File: src/rtl/bsa_pkg.sv
package bsa_pkg;
  function automatic logic fa_sum(input logic x, input logic y, input logic z);
    return x ^ y ^ z;
  endfunction

  function automatic logic fa_carry(input logic x, input logic y, input logic z);
    return (x & y) | (y & z) | (x & z);
  endfunction
endpackage

File: src/rtl/bsa_full_adder.sv
module bsa_full_adder
  import bsa_pkg::*;
(
  input  logic x,
  input  logic y,
  input  logic ci,
  output logic s,
  output logic co
);
  always_comb begin
    s  = fa_sum(x, y, ci);
    co = fa_carry(x, y, ci);
  end
endmodule

File: src/rtl/bsa_shift_reg.sv
module bsa_shift_reg #(
  parameter int W = 8
) (
  input  logic         clk,
  input  logic         load,
  input  logic         shift,
  input  logic [W-1:0] par_in,
  input  logic         ser_in,
  output logic [W-1:0] q
);
  always_ff @(posedge clk) begin
    if (load)
      q <= par_in;
    else if (shift)
      q <= {ser_in, q[W-1:1]};
  end
endmodule

File: src/rtl/bsa_step_counter.sv
module bsa_step_counter #(
  parameter int W = 8
) (
  input  logic clk,
  input  logic rst,
  input  logic en,
  output logic last,
  output logic done
);
  localparam int CNT_W = $clog2(W + 1);
  localparam logic [CNT_W-1:0] LAST_IDX = CNT_W'(W - 1);

  logic [CNT_W-1:0] cnt;

  assign last = (cnt == LAST_IDX);

  always_ff @(posedge clk) begin
    if (rst) begin
      cnt  <= '0;
      done <= 1'b0;
    end else if (en && !done) begin
      cnt <= cnt + 1'b1;
      if (last)
        done <= 1'b1;
    end
  end
endmodule

File: src/rtl/bit_serial_adder.sv
module bit_serial_adder #(
  parameter int W = 8
) (
  input  logic         clk,
  input  logic         rst,
  input  logic         run,
  input  logic [W-1:0] a_in,
  input  logic [W-1:0] b_in,
  input  logic         cin,
  output logic [W-1:0] sum_out,
  output logic         sum_bit,
  output logic         cout,
  output logic         done
);
  logic [W-1:0] a_q, b_q;
  logic         carry_q;
  logic         s_now, c_next;
  logic         step, last;

  assign step = run && !done;

  bsa_step_counter #(.W(W)) u_cnt (
    .clk(clk), .rst(rst), .en(run), .last(last), .done(done)
  );

  bsa_shift_reg #(.W(W)) u_a (
    .clk(clk), .load(rst), .shift(step), .par_in(a_in), .ser_in(1'b0), .q(a_q)
  );

  bsa_shift_reg #(.W(W)) u_b (
    .clk(clk), .load(rst), .shift(step), .par_in(b_in), .ser_in(1'b0), .q(b_q)
  );

  bsa_shift_reg #(.W(W)) u_s (
    .clk(clk), .load(rst), .shift(step), .par_in('0), .ser_in(s_now), .q(sum_out)
  );

  bsa_full_adder u_fa (
    .x(a_q[0]), .y(b_q[0]), .ci(carry_q), .s(s_now), .co(c_next)
  );

  always_ff @(posedge clk) begin
    if (rst) begin
      carry_q <= cin;
      sum_bit <= 1'b0;
      cout    <= 1'b0;
    end else if (step) begin
      carry_q <= c_next;
      sum_bit <= s_now;
      if (last)
        cout <= c_next;
    end
  end
endmodule

File: config.mk
export PLATFORM = sky130hd
export DESIGN_NAME = bit_serial_adder
export DESIGN_NICKNAME = d
export VERILOG_FILES = /design/src/rtl/bsa_pkg.sv /design/src/rtl/bsa_full_adder.sv /design/src/rtl/bsa_shift_reg.sv /design/src/rtl/bsa_step_counter.sv /design/src/rtl/bit_serial_adder.sv
export SDC_FILE = /design/constraint.sdc
export NUM_CORES = 1
export LEC_CHECK = 0
export BUFFER_PORTS_ARGS = -buffer_cell sky130_fd_sc_hd__buf_2
export CORE_MARGIN = 3
export CORE_UTILIZATION = 40
export CTS_BUF_LIST = sky130_fd_sc_hd__clkbuf_8
export DETAILED_ROUTE_END_ITERATION = 12
export PLACE_DENSITY = 0.63
export SLEW_MARGIN = 10
export SYNTH_ARGS = -nofsm -noshare
export SYNTH_HDL_FRONTEND = slang
export SYNTH_SLANG_ARGS = --single-unit
export TNS_END_PERCENT = 20
File: constraint.sdc
create_clock -name clk -period 1.8 [get_ports clk]
set_input_delay 0.54 -clock clk [delete_from_list [all_inputs] [get_ports clk]]
set_output_delay 0.54 -clock clk [all_outputs]
set_load 0.02 [all_outputs]
==> impl_metrics.json, run 1 <==
{
  "portBuffers": 30,
  "ys_seq_area_share_pct": 61.0,
  "pre_cts_ws_ns": 0.178,
  "viasPerCell": 4.59,
  "max_stage_delay_ns": 0.42,
  "drv_cap": 0,
  "path_buf_inv": 1,
  "setup_viol": 0,
  "core_sq_um": 3080,
  "worstSetupEndpointType": "output pin",
  "cts_made_buffers": 5,
  "h-tree-depth": 2,
  "die_area_sq_um": 3960,
  "ys_warn_count": 0,
  "yosys-top-cells-area": "edfxtp_1 39%, dfxtp_1 22%, mux2_2 13%",
  "syn_avg_cell_area_sq_um": 12.6,
  "cellLeakagePower_uw": 0.000655,
  "drv_slew": 0,
  "grt_pass1_wl_microns": 3550,
  "cts.sinks": 31,
  "grt_use_total_pct": 12.0,
  "cp_cell_sequence": "buf_2",
  "synth-edff-count": 17,
  "required_ns": 1.26,
  "cts_hold_buf": 0,
  "grt_overflow_total": 0,
  "grt_max_degree": 19,
  "drc": 0,
  "final_hold_viol_count": 0,
  "rsz0062_at_grt": "no",
  "antenna_found_initial": 0,
  "antenna_left": 0,
  "synth_area_sq_um": 1300,
  "skew_ns": 0.00584,
  "synth_ff_type": "edfxtp_1",
  "synth-async-reset-ratio_pct": 0,
  "dp_hpwl_microns": 1480,
  "critPathMaxFanout": 5,
  "nFillCells": 288,
  "synthDistinctLibCells": 23,
  "cts_resized": 0,
  "clk-insertion-delay-late_ns": 0.28,
  "drt_wl_total_microns": 2090,
  "clockBufferDepth": 2,
  "vias": 836,
  "netlist.area_leader.share_pct": 39.4,
  "setup_ws_ns": 0.352,
  "power_density_nw_per_um2": 939,
  "synth_area_leader_cell": "edfxtp_1",
  "clkTransAtPathRegs_ns": 0.06,
  "arrival_ns": 0.91,
  "first_pass_iters": 4,
  "cp_top_family": "flip-flops",
  "synth_nets": 125,
  "synth-seq-cells": 31,
  "fin_tns_setup_ns": 0,
  "num_rows": 20,
  "cts_tree": "yes",
  "root_buffer": "clkbuf_8",
  "die_w_microns": 62.9,
  "tightestPinTransition_ns": 0.381,
  "wl_per_cell_microns": 11.5,
  "crit_path_start_kind": "flop",
  "dr.first_iter.drc_count": 31,
  "start_util_pct": 42.1,
  "hold_class": "reg -> reg",
  "synth_cells": 103,
  "num_antenna_cells": 0,
  "finalCritPeriodShare_pct": 80.4,
  "nNetsFinal": 159,
  "period_minus_slack_ns": 1.45,
  "synth_most_common_cell": "nand2_1",
  "timing.fmax_ghz": 0.691,
  "globalplace.congestion": 0.703,
  "layout-drive-gt1-share_pct": 40.6,
  "status": "completed",
  "vdd_drop_max_mv": 0.499,
  "area_delta_synth_final_pct": 21.1,
  "grt_pass1_vias": 831,
  "post_cts_buffers": 0,
  "die_y_microns": 62.9,
  "io_pins": 31,
  "cp_slowest_cell": "dfxtp_1",
  "synth_commonest_cells": "20 x nand2_1, 17 x edfxtp_1, 15 x mux2_2, 14 x dfxtp_1, 10 x a21oi_1",
  "relSlewSlack_pct": 74.6,
  "critPathKind": "reg -> out"
}
-- state kept, by name, indices dropped and copies added (netlist names) --
signal,flops
u_b.q,8
u_s.q,8
u_cnt.cnt,4
u_a.q,8
u_cnt.done,1
cout,1
carry_q,1
-- per-layer routing --
metal / track usage [%] / routed length (microns)
met5: 0 / 0
met4: 6.61 / 42
met3: 6.65 / 164
met2: 18.8 / 998
met1: 12.7 / 880
-- path summary, 6_finish.rpt --
kind	startpoint	end	slack (ns)	depth (start not counted)
min	u_s.q[0]	u_s.q[0]	0.46	2
max reg2reg	carry_q	carry_q	0.57	3
max	u_cnt.done	done	0.35	1
min reg2reg	u_s.q[0]	u_s.q[0]	0.46	2
-- cells by family after synthesis --
kind of cell               after synthesis  share of synthesized area [%]
and+or+nand+nor                         34                           12.9
DFF                                     31                           61.0
muxes                                   16                           13.8
AOI/OAI and AO/OA                       10                           3.86
buffers and inverters                    8                           4.54
xor gates and xnor gates                 2                           1.35
adders and majority gates                2                           2.51
-- worst reg2reg max path, stage by stage, from the launching register on --
cell      delay (ns)
edfxtp_1        0.40
fa_1            0.43
nand2b_1        0.10
nand2_1         0.06
-- cells in the final DEF, fill, tap and decap left out, drive strengths merged, types with 2 or more instances in the layout --
master / instances
nor2: 3
edfxtp: 17
mux2: 15
and2: 2
buf: 34
nand2b: 3
clkbuf: 5
clkinv: 2
dfxtp: 14
a21oi: 10
nor2b: 2
inv: 2
nand2: 20
-- report_power, final --
part           switching [uW]  internal (uW)  total (uW)
logic                    67.6           75.0         143
registers                19.8            805         825
clock network             247            259         507
-- layout make-up --
cell class	count	area, sq um	area share (%)
inverter	1	3.75	0.239
sequential	31	791	50.4
multi-input combinational	64	447	28.4
clock inverter	3	12.5	0.797
timing repair buffer	34	193	12.3
clock buffer	5	68.8	4.38
tap	44	55.1	3.51
-- metrics by stage --
stage                     std cells  total power [uW]  util, %  hold WS [ns]  area, sq um
final                           182              1470     51.0         0.463         1570
after global routing            182              1560     51.0         0.491         1570
after CTS                       182              1500     51.0         0.475         1570
after detailed placement        174               985     48.4         0.464         1490
after global placement          174               978     48.4         0.446         1490
after floorplan                 103               939        -         0.454         1300
(Power assumes the default switching activity.)
==> inputs of run 2 (changes only) <==
Settings changed: PLACE_DENSITY 0.63 to 0.66.
Clock period 1.8 ns to 1.3 ns, I/O delays scaled along.
==> impl_metrics.json, run 2 (synthesized netlist as in run 1, its figures left out) <==
{
  "grt_max_degree": 25,
  "cts.sinks": 31,
  "grt_overflow_total": 0,
  "relSlewSlack_pct": 84.3,
  "setup_viol": 0,
  "grt_pass1_vias": 874,
  "critPathMaxFanout": 4,
  "root_buffer": "clkbuf_8",
  "final_util_pct": 52.7,
  "dr.first_iter.drc_count": 25,
  "final_common_cell": "buf_2",
  "nNetsFinal": 161,
  "timing.fmax_ghz": 0.791,
  "finalCritPeriodShare_pct": 97.3,
  "cellLeakagePower_uw": 0.000681,
  "die_y_microns": 62.9,
  "clockBufferDepth": 2,
  "finalInstanceArea_sq_um": 1620,
  "clkTransAtPathRegs_ns": 0.06,
  "antenna_left": 0,
  "nFillCells": 281,
  "layout-drive-gt1-share_pct": 43.6,
  "cts_made_buffers": 5,
  "viasPerCell": 4.51,
  "worstSetupEndpointType": "output pin",
  "required_ns": 0.91,
  "h-tree-depth": 2,
  "r2r_cells": 3,
  "die_w_microns": 62.9,
  "post_dp_cell_area_sq_um": 1520,
  "tightestPinTransition_ns": 0.236,
  "pre_cts_ws_ns": -0.0204,
  "drv_slew": 0,
  "drc": 0,
  "die_area_sq_um": 3960,
  "drv_cap": 0,
  "num_rows": 20,
  "area_delta_synth_final_pct": 25.2,
  "period_minus_slack_ns": 1.26,
  "grt_use_total_pct": 12.0,
  "first_pass_iters": 4,
  "num_antenna_cells": 0,
  "cts_hold_buf": 0,
  "antenna_found_initial": 0,
  "arrival_ns": 0.87,
  "final_hold_viol_count": 0,
  "io_pins": 31,
  "grt_pass1_wl_microns": 3720,
  "crit_path_start_kind": "flop",
  "vdd_drop_max_mv": 0.828,
  "dp_hpwl_microns": 1550,
  "rsz0062_at_grt": "no",
  "drt_wl_total_microns": 2170,
  "clk-insertion-delay-late_ns": 0.28,
  "power_density_nw_per_um2": 1300,
  "fin_tns_setup_ns": 0,
  "status": "completed",
  "start_util_pct": 42.1,
  "cts_tree": "yes",
  "wl_per_cell_microns": 11.8,
  "hold_class": "in -> reg",
  "core_sq_um": 3080,
  "critPathKind": "reg -> out",
  "largest_registers": "u_a.q x8, u_b.q x8, u_s.q x8",
  "hold_depth": 3,
  "globalplace.congestion": 0.705,
  "skew_ns": 0.00660,
  "setup_ws_ns": 0.0356,
  "layout_common_cells": "29 x buf_2, 20 x nand2_1, 17 x edfxtp_1, 15 x mux2_2, 13 x dfxtp_1",
  "vias": 829,
  "portBuffers": 30
}
run 2: cell count changes in the layout (fill, tap and decap cells not counted), sizes merged:
cell    previous run  this run
buf               34        36
clkbuf             5         6
clkinv             2         1
run 2: final cells by class:
cell class	instances	area, sq um	area share (%)
Sequential cell	31	792	48.8
Multi-Input combinational cell	64	454	28.0
Timing Repair Buffer	36	226	14.0
Clock buffer	6	82.6	5.09
Tap cell	44	55.1	3.39
Clock inverter	2	8.76	0.540
Inverter	1	3.75	0.231
run 2: timing repair:
| action | in CTS | in global routing |
|---|---|---|
| endpoints found under the setup margin | 1 | 1 |
| hold endpoints to repair | 0 | 0 |
| gates resized for setup | 3 | 0 |
| buffers inserted | 0 | 1 |
| cloned | 0 | 0 |
run 2: layer usage:
metal / global-route usage [%] / vias up / share of wire, %
met5: 0 / - / 0
met4: 6.61 / 0 / 2.1
met3: 4.86 / 5 / 6.3
met2: 19.6 / 22 / 49
met1: 13.2 / 377 / 43
li1: - / 425 / -
run 2: critical path, cell delays in order (launching register included):
cell and delay (ns):
dfxtp_2 0.32, buf_4 0.15, buf_6 0.13
run 2: through the flow:
step	hold WS, ns	std cells	total power (uW)
floorplan	0.454	103	1300
global placement	0.442	175	1360
detailed placement	0.456	175	1370
CTS	0.387	183	2130
global route	0.396	184	2210
finish	0.388	184	2120
run 2: report_power, final:
part           internal, uW  switching, uW
registers              1120           27.5
clock network           418            347
logic                   113           95.6
total                  1650            470
run 2: path summary, 6_finish.rpt:
kind / start / to / slack [ns]
setup / recovery: u_cnt.done / done / 0.04
setup reg to reg: carry_q / carry_q / 0.08
hold reg to reg: u_s.q[0] / u_s.q[0] / 0.46
hold / removal: cin / carry_q / 0.39
==> inputs of run 3 (changes only) <==
Settings changed: CORE_ASPECT_RATIO set to 1.5.
==> impl_metrics.json, run 3 (synthesized netlist as in run 1, its figures left out) <==
{
  "final_common_cell": "buf_2",
  "core_sq_um": 3000,
  "drv_slew": 0,
  "hold_slack_ns": 0.400,
  "timing.fmax_ghz": 0.800,
  "worstSetupEndpointType": "output pin",
  "tightestPinTransition_ns": 0.230,
  "area_delta_synth_final_pct": 23.9,
  "finalCritPeriodShare_pct": 96.2,
  "clockBufferDepth": 2,
  "power_density_nw_per_um2": 1250,
  "num_rows": 24,
  "io_pins": 31,
  "dr.first_iter.drc_count": 13,
  "cts_hold_buf": 0,
  "vias": 847,
  "root_buffer": "clkbuf_8",
  "critPathKind": "reg -> out",
  "final_hold_viol_count": 0,
  "hold_class": "in -> reg",
  "nNetsFinal": 161,
  "drc": 0,
  "grt_max_degree": 18,
  "skew_ns": 0.00827,
  "setup_viol": 0,
  "cts.sinks": 31,
  "grt_use_total_pct": 11.7,
  "drv_cap": 0,
  "crit_path_start_kind": "flop",
  "cts_tree": "yes",
  "first_pass_iters": 4,
  "cts_made_buffers": 5,
  "cp_top_family": "flip-flops",
  "antenna_found_initial": 0,
  "relSlewSlack_pct": 84.7,
  "layout_common_cells": "29 x buf_2, 20 x nand2_1, 17 x edfxtp_1, 15 x mux2_2, 13 x dfxtp_1",
  "drt_wl_total_microns": 2020,
  "post_dp_cell_area_sq_um": 1520,
  "globalplace.congestion": 0.644,
  "layout-drive-gt1-share_pct": 42.9,
  "final_util_pct": 53.5,
  "cp_cell_sequence": "buf_4 > buf_6",
  "cellLeakagePower_uw": 0.000680,
  "rsz0062_at_grt": "no",
  "status": "completed",
  "h-tree-depth": 2,
  "clkTransAtPathRegs_ns": 0.06,
  "wl_per_cell_microns": 11.3,
  "antenna_left": 0,
  "finalInstanceArea_sq_um": 1610,
  "grt_pass1_wl_microns": 3390,
  "portBuffers": 30,
  "grt_overflow_total": 0,
  "path_buf_inv": 2,
  "die_w_microns": 52.5,
  "vdd_drop_max_mv": 0.796,
  "required_ns": 0.91,
  "largest_registers": "u_a.q x8, u_b.q x8, u_s.q x8",
  "cp_slowest_cell": "dfxtp_2",
  "viasPerCell": 4.73,
  "grt_pass1_vias": 833,
  "start_util_pct": 43.2,
  "max_stage_delay_ns": 0.32,
  "dp_hpwl_microns": 1590,
  "finalNonFillerCells": 179,
  "critPathMaxFanout": 3,
  "die_area_sq_um": 3970,
  "period_minus_slack_ns": 1.25,
  "num_antenna_cells": 0,
  "die_y_microns": 75.7,
  "clk-insertion-delay-late_ns": 0.27,
  "arrival_ns": 0.86,
  "fin_tns_setup_ns": 0,
  "placed_cells": 171
}
run 3: changes by cell type in the layout (fill, tap and decap cells not counted):
cell,previous run,this run
clkbuf_8,6,5
inv_1,2,3
run 3: worst reg2reg max path, cell delays in order, from the launching register on:
cell      delay [ns]
edfxtp_1        0.40
fa_1            0.42
nand2b_1        0.09
nand2_1         0.06
run 3: timing repair:
item / CTS / global route
setup endpoints to repair: 1 / 1
resized for setup: 1 / 2
buffers inserted: 0 / 0
run 3: worst paths after layout:
| path | endpoint | cells past startpoint | slack [ns] | start |
|---|---|---|---|---|
| hold reg to reg | u_cnt.done | 2 | 0.45 | u_cnt.done |
| hold / removal | carry_q | 3 | 0.40 | cin |
| setup reg to reg | carry_q | 3 | 0.08 | carry_q |
| setup / recovery | done | 2 | 0.05 | u_cnt.done |
run 3: layout make-up:
cell class | instances | area, sq um
Fill cell | 288 | 1400
Sequential cell | 31 | 792
Multi-Input combinational cell | 64 | 454
Timing Repair Buffer | 36 | 226
Clock buffer | 5 | 68.8
Tap cell | 39 | 48.8
Clock inverter | 3 | 12.5
Inverter | 1 | 3.75
run 3: stage by stage:
stage	setup slack (ns)	power (uW)
floorplan	0.0152	1300
CTS	0.00975	2050
global route	0.0000625	2110
finish	0.0496	2010
detailed placement	-0.0177	1370
global placement	-0.00271	1360
run 3: layer usage:
layer / up-vias / part of all wire, % / GRT usage, %
met5: - / 0 / 0
met4: 0 / 2.1 / 5.97
met2: 26 / 53 / 21.1
li1: 424 / - / -
met1: 392 / 38 / 12.1
met3: 5 / 6.8 / 3.52
run 3: power breakdown:
group / switching (uW) / internal (uW) / leakage (uW) / total, uW
clock network: 310 / 358 / 0.0000505 / 669
logic: 92.2 / 110 / 0.000340 / 202
registers: 27.3 / 1120 / 0.000289 / 1140
total: 430 / 1580 / 0.000680 / 2010
